`src/rtl/tsg_pkg.sv`:
```
// Package: shared mode encoding, pixel type and fixed colour values for
// the test screen generator. Assumes 8-bit BT.601-range YCbCr.
package tsg_pkg;

    typedef enum logic [1:0] {
        SCR_PASS  = 2'b00,
        SCR_BLUE  = 2'b01,
        SCR_BLACK = 2'b10,
        SCR_BARS  = 2'b11
    } scr_mode_t;

    typedef struct packed {
        logic [7:0] y;
        logic [7:0] cb;
        logic [7:0] cr;
    } ycc_t;

    localparam logic [7:0] BLANK_Y = 8'd16;
    localparam logic [7:0] BLANK_C = 8'd128;

    localparam ycc_t BLUE_FIELD  = '{y: 8'd41, cb: 8'd240, cr: 8'd110};
    localparam ycc_t BLACK_FIELD = '{y: 8'd16, cb: 8'd128, cr: 8'd128};

    // Colour of one of the eight 75% bars, index 0 at the left edge.
    function automatic ycc_t bar_colour(input logic [2:0] idx);
        ycc_t c;
        case (idx)
            3'd0:    c = '{y: 8'd180, cb: 8'd128, cr: 8'd128};
            3'd1:    c = '{y: 8'd162, cb: 8'd44,  cr: 8'd142};
            3'd2:    c = '{y: 8'd131, cb: 8'd156, cr: 8'd44};
            3'd3:    c = '{y: 8'd112, cb: 8'd72,  cr: 8'd58};
            3'd4:    c = '{y: 8'd84,  cb: 8'd184, cr: 8'd198};
            3'd5:    c = '{y: 8'd65,  cb: 8'd100, cr: 8'd212};
            3'd6:    c = '{y: 8'd35,  cb: 8'd212, cr: 8'd114};
            default: c = '{y: 8'd16,  cb: 8'd128, cr: 8'd128};
        endcase
        return c;
    endfunction

endpackage

```
`src/rtl/tsg_pattern.sv`:
```
// Module: per-pixel image generation.
// Counts the pixel index within the current active run and produces the
// Y and interleaved C value for the selected mode. Output is combinational;
// the top registers it. Assumes ACT_PIX is at least 8.
module tsg_pattern
    import tsg_pkg::*;
#(
    parameter int ACT_PIX = 720
) (
    input  logic       clk,
    input  logic       rst_n,
    input  logic       de,
    input  logic       use_src,
    input  scr_mode_t  mode,
    input  logic [7:0] src_y,
    input  logic [7:0] src_c,
    output logic [7:0] pix_y,
    output logic [7:0] pix_c
);
    localparam int BAR_W  = ACT_PIX / 8;
    localparam int XW     = $clog2(ACT_PIX) + 1;
    localparam int BAR_SH = $clog2(BAR_W);

    logic          run_q;
    logic [XW-1:0] cnt_q;
    logic [XW-1:0] x;
    logic [XW-1:0] bar_q;
    logic [2:0]    bar_idx;
    ycc_t          field;

    assign x = run_q ? cnt_q : '0;

    // Bar number: shift when the bar width is a power of two, else divide.
    generate
        if ((BAR_W & (BAR_W - 1)) == 0) begin : g_bar_shift
            assign bar_q = x >> BAR_SH;
        end else begin : g_bar_div
            assign bar_q = x / XW'(BAR_W);
        end
    endgenerate

    // Clamp the bar number to the last bar.
    always_comb begin
        bar_idx = (bar_q > XW'(7)) ? 3'd7 : bar_q[2:0];
    end

    // Track the pixel index within the active run, saturating at all ones.
    always_ff @(posedge clk) begin
        if (!rst_n) begin
            run_q <= 1'b0;
            cnt_q <= '0;
        end else if (de) begin
            run_q <= 1'b1;
            cnt_q <= (x == '1) ? x : x + 1'b1;
        end else begin
            run_q <= 1'b0;
        end
    end

    // Choose the full-field colour for the generated modes.
    always_comb begin
        case (mode)
            SCR_BLUE:  field = BLUE_FIELD;
            SCR_BARS:  field = bar_colour(bar_idx);
            default:   field = BLACK_FIELD;
        endcase
    end

    // Form the output pixel: blanking, pass-through or generated colour.
    always_comb begin
        if (!de) begin
            pix_y = BLANK_Y;
            pix_c = BLANK_C;
        end else if (mode == SCR_PASS && use_src) begin
            pix_y = src_y;
            pix_c = src_c;
        end else begin
            pix_y = field.y;
            pix_c = x[0] ? field.cr : field.cb;
        end
    end

endmodule

```
`config.mk`:
```
export PLATFORM = sky130hd
export DESIGN_NAME = tsg_pattern
export DESIGN_NICKNAME = d
export VERILOG_FILES = /design/src/rtl/tsg_pkg.sv /design/src/rtl/tsg_pattern.sv
export SDC_FILE = /design/constraint.sdc
export NUM_CORES = 1
export LEC_CHECK = 0
export CORE_MARGIN = 2
export CORE_UTILIZATION = 50
export DETAILED_ROUTE_END_ITERATION = 8
export DONT_BUFFER_PORTS = 1
export GPL_ROUTABILITY_DRIVEN = 1
export SKIP_CTS_REPAIR_TIMING = 1
export SLEW_MARGIN = 20
export SYNTH_ARGS = -nofsm -noshare
export SYNTH_HDL_FRONTEND = slang
export SYNTH_SLANG_ARGS = --single-unit
```
`constraint.sdc`:
```
create_clock -name clk -period 8.6 [get_ports clk]
set_input_delay 1.72 -clock clk [delete_from_list [all_inputs] [get_ports clk]]
set_output_delay 1.72 -clock clk [all_outputs]
set_load 0.03 [all_outputs]
```
==> insert_results.sql, run 1 <==
INSERT INTO impl_metrics (metric_group, metric, value, unit) VALUES
('yosys', 'synth.cells.most_frequent', '36 x sky130_fd_sc_hd__nand2_1, 25 x sky130_fd_sc_hd__o21ai_0, 24 x sky130_fd_sc_hd__a21oi_1, 24 x sky130_fd_sc_hd__nor2_1, 16 x sky130_fd_sc_hd__nand3_1', ''),
('clock_network', 'tritoncts', 'done', ''),
('route', 'detail_route.vias_per_cell', '6.63', ''),
('sta', 'setup_viol', '0', ''),
('setup_path', 'timing.reg2reg.setup_slack', '5.23', 'ns'),
('setup_path', 'worst_r2r_endpoint', 'cnt_q[5]$_SDFFE_PN0P_', ''),
('finish', 'fill_cell_total_of_the_finished_layout', '467', ''),
('sta', 'rsz0062_at_grt', 'no', ''),
('placement', 'gp_congestion', '0.850', ''),
('hold_path', 'hold_path_end', 'cnt_q[0]$_SDFFE_PN0P_', ''),
('power', 'total_power', '0.148', 'mW'),
('floorplan', 'dieArea', '5050', 'µm²'),
('setup_path', 'path_max_fanout', '28', ''),
('power', 'ir_worst_vdd', '0.0000864', 'V'),
('route', 'number_of_iterations_in_the_first_detailed_routing_pass', '5', ''),
('setup_path', 'cp-end-kind', 'output port', ''),
('clock_network', 'cts_buffer_depth', '2', ''),
('clock_network', 'htree_num_levels', '1', ''),
('power', 'power.leakage', '0.740', 'nW'),
('route', 'final_ant_viol_nets', '0', ''),
('finish', 'area_growth', '0.946', '%'),
('finish', 'seqCellArea', '240', 'µm²'),
('hold_path', 'hold_path_startpoint', 'cnt_q[0]$_SDFFE_PN0P_', ''),
('yosys', 'library_cell_with_the_largest_summed_area_after_synthesis', 'sky130_fd_sc_hd__dfxtp_1', ''),
('global_route', 'grt_overflow_total', '0', ''),
('floorplan', 'num_rows', '24', ''),
('yosys', 'synth_async_sr_flop_share', '0', ''),
('sta', 'finalClockSkew', '0.00142', 'ns'),
('sta', 'hold_ws', '0.454', 'ns'),
('sta', 'worst_pin_slew', '0.919', 'ns'),
('route', 'drt_iter0_markers', '217', ''),
('route', 'avgRoutedWirePerCell', '17.2', 'µm'),
('floorplan', 'initial_utilization', '0.516', ''),
('floorplan', 'core_region_area', '4350', 'µm²'),
('yosys', 'synth_top_cells_by_area', 'sky130_fd_sc_hd__dfxtp_1 11%, sky130_fd_sc_hd__nand2_1 6.0%, sky130_fd_sc_hd__o21ai_0 5.6%, sky130_fd_sc_hd__a21oi_1 5.3%, sky130_fd_sc_hd__nor2_1 4.0%', ''),
('yosys', 'number_of_synthesis_warnings', '0', ''),
('yosys', 'yosysMostFrequentCell', 'sky130_fd_sc_hd__nand2_1', ''),
('global_route', 'grt.total_usage', '0.249', ''),
('yosys', 'synth_cells', '329', ''),
('outcome', 'outcome', 'complete, no violations', ''),
('yosys', 'synth.top_cell.area_share', '0.107', ''),
('placement', 'portBuffers', '0', ''),
('placement', 'hpwl', '4680', 'µm'),
('floorplan', 'chipWidth', '71.1', 'µm'),
('global_route', 'number_of_global_route_vias_before_repair', '2245', ''),
('finish', 'drive_gt1_frac', '0.106', ''),
('power', 'power_per_cell_area', '65.0', 'nW/µm²'),
('finish', 'fin_nets', '341', ''),
('clock_network', 'tritoncts_num_sinks', '12', ''),
('floorplan', 'boundaryPins', '38', ''),
('route', 'drc', '0', ''),
('global_route', 'grt_pass1_wl', '10600', 'µm'),
('yosys', 'avgSynthCellArea', '6.83', 'µm²'),
('job', 'cap_violations', '0', ''),
('yosys', 'synth_seq_cells', '12', ''),
('global_route', 'grt_antenna_before_repair', '0', ''),
('hold_path', 'worst_hold_path.num_cells', '2', ''),
('setup_path', 'start_kind', 'flop', ''),
('clock_network', 'numCtsBuffers', '3', ''),
('finish', 'multiInputGateArea', '1860', 'µm²'),
('setup_path', 'crit_type', 'flop to output port', ''),
('yosys', 'number_of_synthesized_flops_with_an_enable_pin', '0', ''),
('finish', 'finish.utilization', '0.521', ''),
('sta', 'fmaxAchievable', '141', 'MHz'),
('setup_path', 'signal_arrival_time_at_the_worst_endpoint', '5.37', 'ns'),
('sta', 'slew_headroom', '0.381', ''),
('finish', 'diodes', '0', ''),
('floorplan', 'die_height', '71.1', 'µm'),
('sta', 'hold_violations', '0', ''),
('clock_network', 'clock_tree.root_cell', 'sky130_fd_sc_hd__clkbuf_8', ''),
('clock_network', 'clk_transition_reported_paths', '0.05', 'ns');
==> cell usage in the layout (no fill, tap or decap), drive strengths merged, types with 5 or more instances in the layout <==
| cell type | n |
|---|---|
| o21ai | 30 |
| dfxtp | 12 |
| a21oi | 26 |
| nor3b | 5 |
| and2 | 15 |
| a22o | 5 |
| nand3 | 16 |
| nor2 | 24 |
| nor3 | 12 |
| ha | 7 |
| inv | 10 |
| a31oi | 10 |
| nand2 | 38 |
| o211ai | 9 |
==> per-layer routing <==
metal,GRT usage,wire length [µm],vias to the layer above
met5,0,0,-
met4,0.0440,62,0
met3,0.0214,345,8
met2,0.420,2960,94
met1,0.351,2870,1100
li1,-,-,1206
==> metrics by stage <==
stage / instance area (µm²) / instances / worst slack, ns
after detailed placement: 2210 / 359 / 1.83
after floorplan: 2250 / 329 / 2.30
after global placement: 2210 / 359 / 1.87
after global routing: 2270 / 363 / 1.04
final: 2270 / 363 / 1.51
after CTS: 2270 / 363 / 1.55
==> registers in the layout, summed over array words and instances (netlist names) <==
name   count
cnt_q     11
run_q      1
==> how the worst max path moves through the flow <==
stage                                start       end  cells after the start
after floorplan           run_q$_SDFF_PN0_  pix_y[1]                     19
after global placement    run_q$_SDFF_PN0_  pix_c[2]                     16
after detailed placement  run_q$_SDFF_PN0_  pix_c[2]                     16
after CTS                 run_q$_SDFF_PN0_  pix_c[2]                     16
after global routing      run_q$_SDFF_PN0_  pix_c[2]                     16
final                     run_q$_SDFF_PN0_  pix_c[2]                     16
==> worst max-delay path, cell delays in order (launching register included) <==
cell and delay, ns:
sky130_fd_sc_hd__dfxtp_1 0.84, sky130_fd_sc_hd__nand3_1 0.26, sky130_fd_sc_hd__o32ai_2 0.43, sky130_fd_sc_hd__o21ai_0 0.23, sky130_fd_sc_hd__o22ai_2 0.39, sky130_fd_sc_hd__o21ai_0 0.18, sky130_fd_sc_hd__o311ai_2 0.37, sky130_fd_sc_hd__a32oi_1 0.10
sky130_fd_sc_hd__o211ai_1 0.17, sky130_fd_sc_hd__nor2_1 0.08, sky130_fd_sc_hd__or3_1 0.37, sky130_fd_sc_hd__inv_1 0.10, sky130_fd_sc_hd__ha_1 0.34, sky130_fd_sc_hd__or3_1 0.20, sky130_fd_sc_hd__a21oi_2 0.07, sky130_fd_sc_hd__a31o_2 0.28
sky130_fd_sc_hd__o21ai_0 0.72
==> power breakdown <==
| group | switching (mW) | total [mW] | leakage, nW | internal, mW |
|---|---|---|---|---|
| Clock | 0.0220 | 0.0625 | 0.0288 | 0.0405 |
| Combinational | 0.0176 | 0.0258 | 0.614 | 0.00826 |
| Sequential | 0.00263 | 0.0592 | 0.0974 | 0.0566 |
| Total | 0.0422 | 0.148 | 0.740 | 0.105 |
==> cell type report <==
| cell class | count | share of cell area |
|---|---|---|
| Inverter | 11 | 0.0182 |
| Sequential cell | 12 | 0.106 |
| Tap cell | 52 | 0.0287 |
| Timing Repair Buffer | 1 | 0.00331 |
| Clock buffer | 4 | 0.0243 |
| Multi-Input combinational cell | 283 | 0.820 |
==> cell families (layout without fill, tap and decap cells) <==
kind of cell / after synthesis / in the layout / synth area share
compound gates: 132 / 132 / 0.444
xor+xnor: 4 / 4 / 0.0156
mux: 1 / 1 / 0.00445
fa+ha+maj: 7 / 7 / 0.0390
flops: 12 / 12 / 0.107
simple gates: 139 / 139 / 0.324
buf+inv: 34 / 16 / 0.0657
(Power assumes the default switching activity.)
==> run 2: changes to the inputs <==
Clock period 8.6 ns to 7.2 ns, I/O delays scaled along.
==> insert_results.sql, run 2 (synthesis results as in run 1) <==
INSERT INTO impl_metrics (metric_group, metric, value, unit) VALUES
('outcome', 'outcome', 'complete, no violations', ''),
('global_route', 'grt_pass1_wl', '10300', 'µm'),
('floorplan', 'initial_utilization', '0.516', ''),
('global_route', 'grt_use_met3', '0.0185', ''),
('sta', 'worst_pin_slew', '0.862', 'ns'),
('clock_network', 'tritoncts_num_sinks', '12', ''),
('clock_network', 'cts_buffer_depth', '2', ''),
('setup_path', 'cp_data_required_time', '5.76', 'ns'),
('finish', 'layout_commonest_cell', 'sky130_fd_sc_hd__nand2_1', ''),
('global_route', 'grt.total_usage', '0.242', ''),
('global_route', 'grt.busiest_layer', 'met2', ''),
('sta', 'layout_worst_path_cycle_share', '0.909', ''),
('setup_path', 'signal_arrival_time_at_the_worst_endpoint', '5.11', 'ns'),
('hold_path', 'holdCritPathClass', 'flop to flop', ''),
('sta', 'rsz0062_at_grt', 'no', ''),
('placement', 'place.detailed.instances', '363', ''),
('finish', 'most_used_cells_in_the_layout_excluding_fill_and_tap_cells', '36 x sky130_fd_sc_hd__nand2_1, 25 x sky130_fd_sc_hd__o21ai_0, 24 x sky130_fd_sc_hd__nor2_1, 24 x sky130_fd_sc_hd__a21oi_1, 16 x sky130_fd_sc_hd__nand3_1', ''),
('setup_path', 'timing.reg2reg.setup_slack', '3.94', 'ns'),
('sta', 'slew_headroom', '0.424', ''),
('global_route', 'number_of_global_route_vias_before_repair', '2187', ''),
('finish', 'post_layout_nonfiller_instances', '367', ''),
('setup_path', 'crit_type', 'flop to output port', ''),
('finish', 'final_area', '2300', 'µm²'),
('finish', 'diodes', '0', ''),
('finish', 'area_growth', '2.28', '%'),
('floorplan', 'boundaryPins', '38', ''),
('placement', 'gp_congestion', '0.913', ''),
('clock_network', 'numCtsBuffers', '3', ''),
('sta', 'finalSetupTns', '0', 'ns'),
('clock_network', 'worst_skew_pair.late_latency', '0.25', 'ns'),
('sta', 'layout_min_cycle_time', '6.55', 'ns'),
('finish', 'max_flop_register', 'cnt_q', ''),
('placement', 'placement.cell_area', '2240', 'µm²'),
('finish', 'largestRegisters', 'cnt_q: 11 flops, run_q: 1 flops', ''),
('sta', 'setup_viol', '0', ''),
('global_route', 'grt_overflow_total', '0', ''),
('route', 'avgRoutedWirePerCell', '17.0', 'µm'),
('route', 'drt_iter0_markers', '212', ''),
('global_route', 'grt_antenna_before_repair', '0', ''),
('floorplan', 'die_height', '71.1', 'µm'),
('global_route', 'gr-usage-met2', '0.385', ''),
('finish', 'largest_register_ff_count', '11', ''),
('clock_network', 'clock_tree.root_cell', 'sky130_fd_sc_hd__clkbuf_8', ''),
('route', 'drc', '0', ''),
('setup_path', 'start_kind', 'flop', ''),
('route', 'detail_route.vias_per_cell', '6.54', ''),
('job', 'cap_violations', '0', ''),
('route', 'route.vias.total', '2402', ''),
('finish', 'drive_gt1_frac', '0.117', ''),
('setup_path', 'worst_setup_path_startpoint', 'cnt_q[8]$_SDFFE_PN0P_', ''),
('setup_path', 'cp-end-kind', 'output port', ''),
('clock_network', 'tritoncts', 'done', ''),
('clock_network', 'htree_num_levels', '1', ''),
('floorplan', 'chipWidth', '71.1', 'µm'),
('power', 'power.leakage', '0.760', 'nW'),
('setup_path', 'worst_r2r_endpoint', 'cnt_q[5]$_SDFFE_PN0P_', ''),
('placement', 'portBuffers', '0', ''),
('power', 'ir_worst_vdd', '0.0000821', 'V'),
('route', 'number_of_iterations_in_the_first_detailed_routing_pass', '4', ''),
('sta', 'hold_violations', '0', ''),
('setup_path', 'path_max_fanout', '14', ''),
('placement', 'hpwl', '4700', 'µm'),
('route', 'final_ant_viol_nets', '0', ''),
('global_route', 'maximum_number_of_pins_on_one_net_before_global_route_repair', '19', ''),
('route', 'detail_route.wirelength', '6240', 'µm'),
('sta', 'hold_ws', '0.463', 'ns'),
('setup_path', 'end_of_the_critical_path', 'pix_c[7]', ''),
('setup_path', 'rr_worst_depth', '12', ''),
('setup_path', 'worst_path_most_repeated_cell', 'sky130_fd_sc_hd__or3_1', ''),
('setup_path', 'critical-path-slowest-cell', 'sky130_fd_sc_hd__dfxtp_1', ''),
('floorplan', 'core_region_area', '4350', 'µm²'),
('sta', 'finalClockSkew', '0.00454', 'ns'),
('floorplan', 'num_rows', '24', ''),
('clock_network', 'clk_transition_reported_paths', '0.06', 'ns'),
('sta', 'fmaxAchievable', '153', 'MHz'),
('power', 'power_per_cell_area', '77.6', 'nW/µm²'),
('finish', 'fin_nets', '345', ''),
('sta', 'final_max_slew_viol_count', '0', ''),
('setup_path', 'critical_path.cell_chain', 'a21oi_1 > o21ai_1 > a31oi_1 > o22ai_1 > o21ai_0 > o311ai_2 > a32oi_1 > o211ai_1 > nor2_1 > or3_1 > ha_1 > or3_1 > a21oi_2 > a31o_2 > o31ai_1 > a31oi_2', ''),
('global_route', 'gr-usage-met1', '0.356', ''),
('floorplan', 'dieArea', '5050', 'µm²'),
('setup_path', 'critical_path.max_stage_delay', '0.56', 'ns'),
('setup_path', 'rr_startpoint', 'run_q$_SDFF_PN0_', '');
-- run 2: routing by layer --
layer,vias up,share of wire
li1,1214,-
met1,1099,0.48
met2,76,0.45
met3,13,0.050
met4,0,0.016
met5,-,0
-- run 2: worst min-delay path by stage --
stage	startpoint	end	slack [ns]	cells past startpoint
after floorplan	cnt_q[0]$_SDFFE_PN0P_	cnt_q[0]$_SDFFE_PN0P_	0.43	2
after global routing	cnt_q[0]$_SDFFE_PN0P_	cnt_q[0]$_SDFFE_PN0P_	0.49	2
final	cnt_q[0]$_SDFFE_PN0P_	cnt_q[0]$_SDFFE_PN0P_	0.46	2
after detailed placement	cnt_q[0]$_SDFFE_PN0P_	cnt_q[0]$_SDFFE_PN0P_	0.45	2
after CTS	cnt_q[0]$_SDFFE_PN0P_	cnt_q[0]$_SDFFE_PN0P_	0.46	2
after global placement	cnt_q[0]$_SDFFE_PN0P_	cnt_q[0]$_SDFFE_PN0P_	0.44	2
-- run 2: where the power goes --
group          total, mW  internal (mW)  switching, mW
registers         0.0700         0.0675        0.00250
logic             0.0329         0.0108         0.0221
clock network     0.0755         0.0484         0.0271
total              0.178          0.127         0.0517
-- run 2: critical path, delay by kind of cell, from the launching register on --
kind	cells	cell delay, ns
flops	1	0.56
fa+ha+maj	1	0.34
compound gates	12	3.09
simple gates	3	0.87
-- run 2: metrics by stage --
step | worst slack (ns) | utilization | power, mW
after floorplan | 1.18 | - | 0.102
after global placement | 0.920 | 0.516 | 0.104
after detailed placement | 0.980 | 0.516 | 0.104
after CTS | 0.726 | 0.528 | 0.179
after global routing | 0.237 | 0.528 | 0.184
final | 0.652 | 0.528 | 0.178
-- run 2: layout make-up --
type	count	area (µm²)
clock buffers	4	55.1
repair buffers	5	37.5
fillers	448	2050
flip-flops and latches	12	240
well taps	52	65.1
inverters	11	41.3
multi-input cells	283	1860
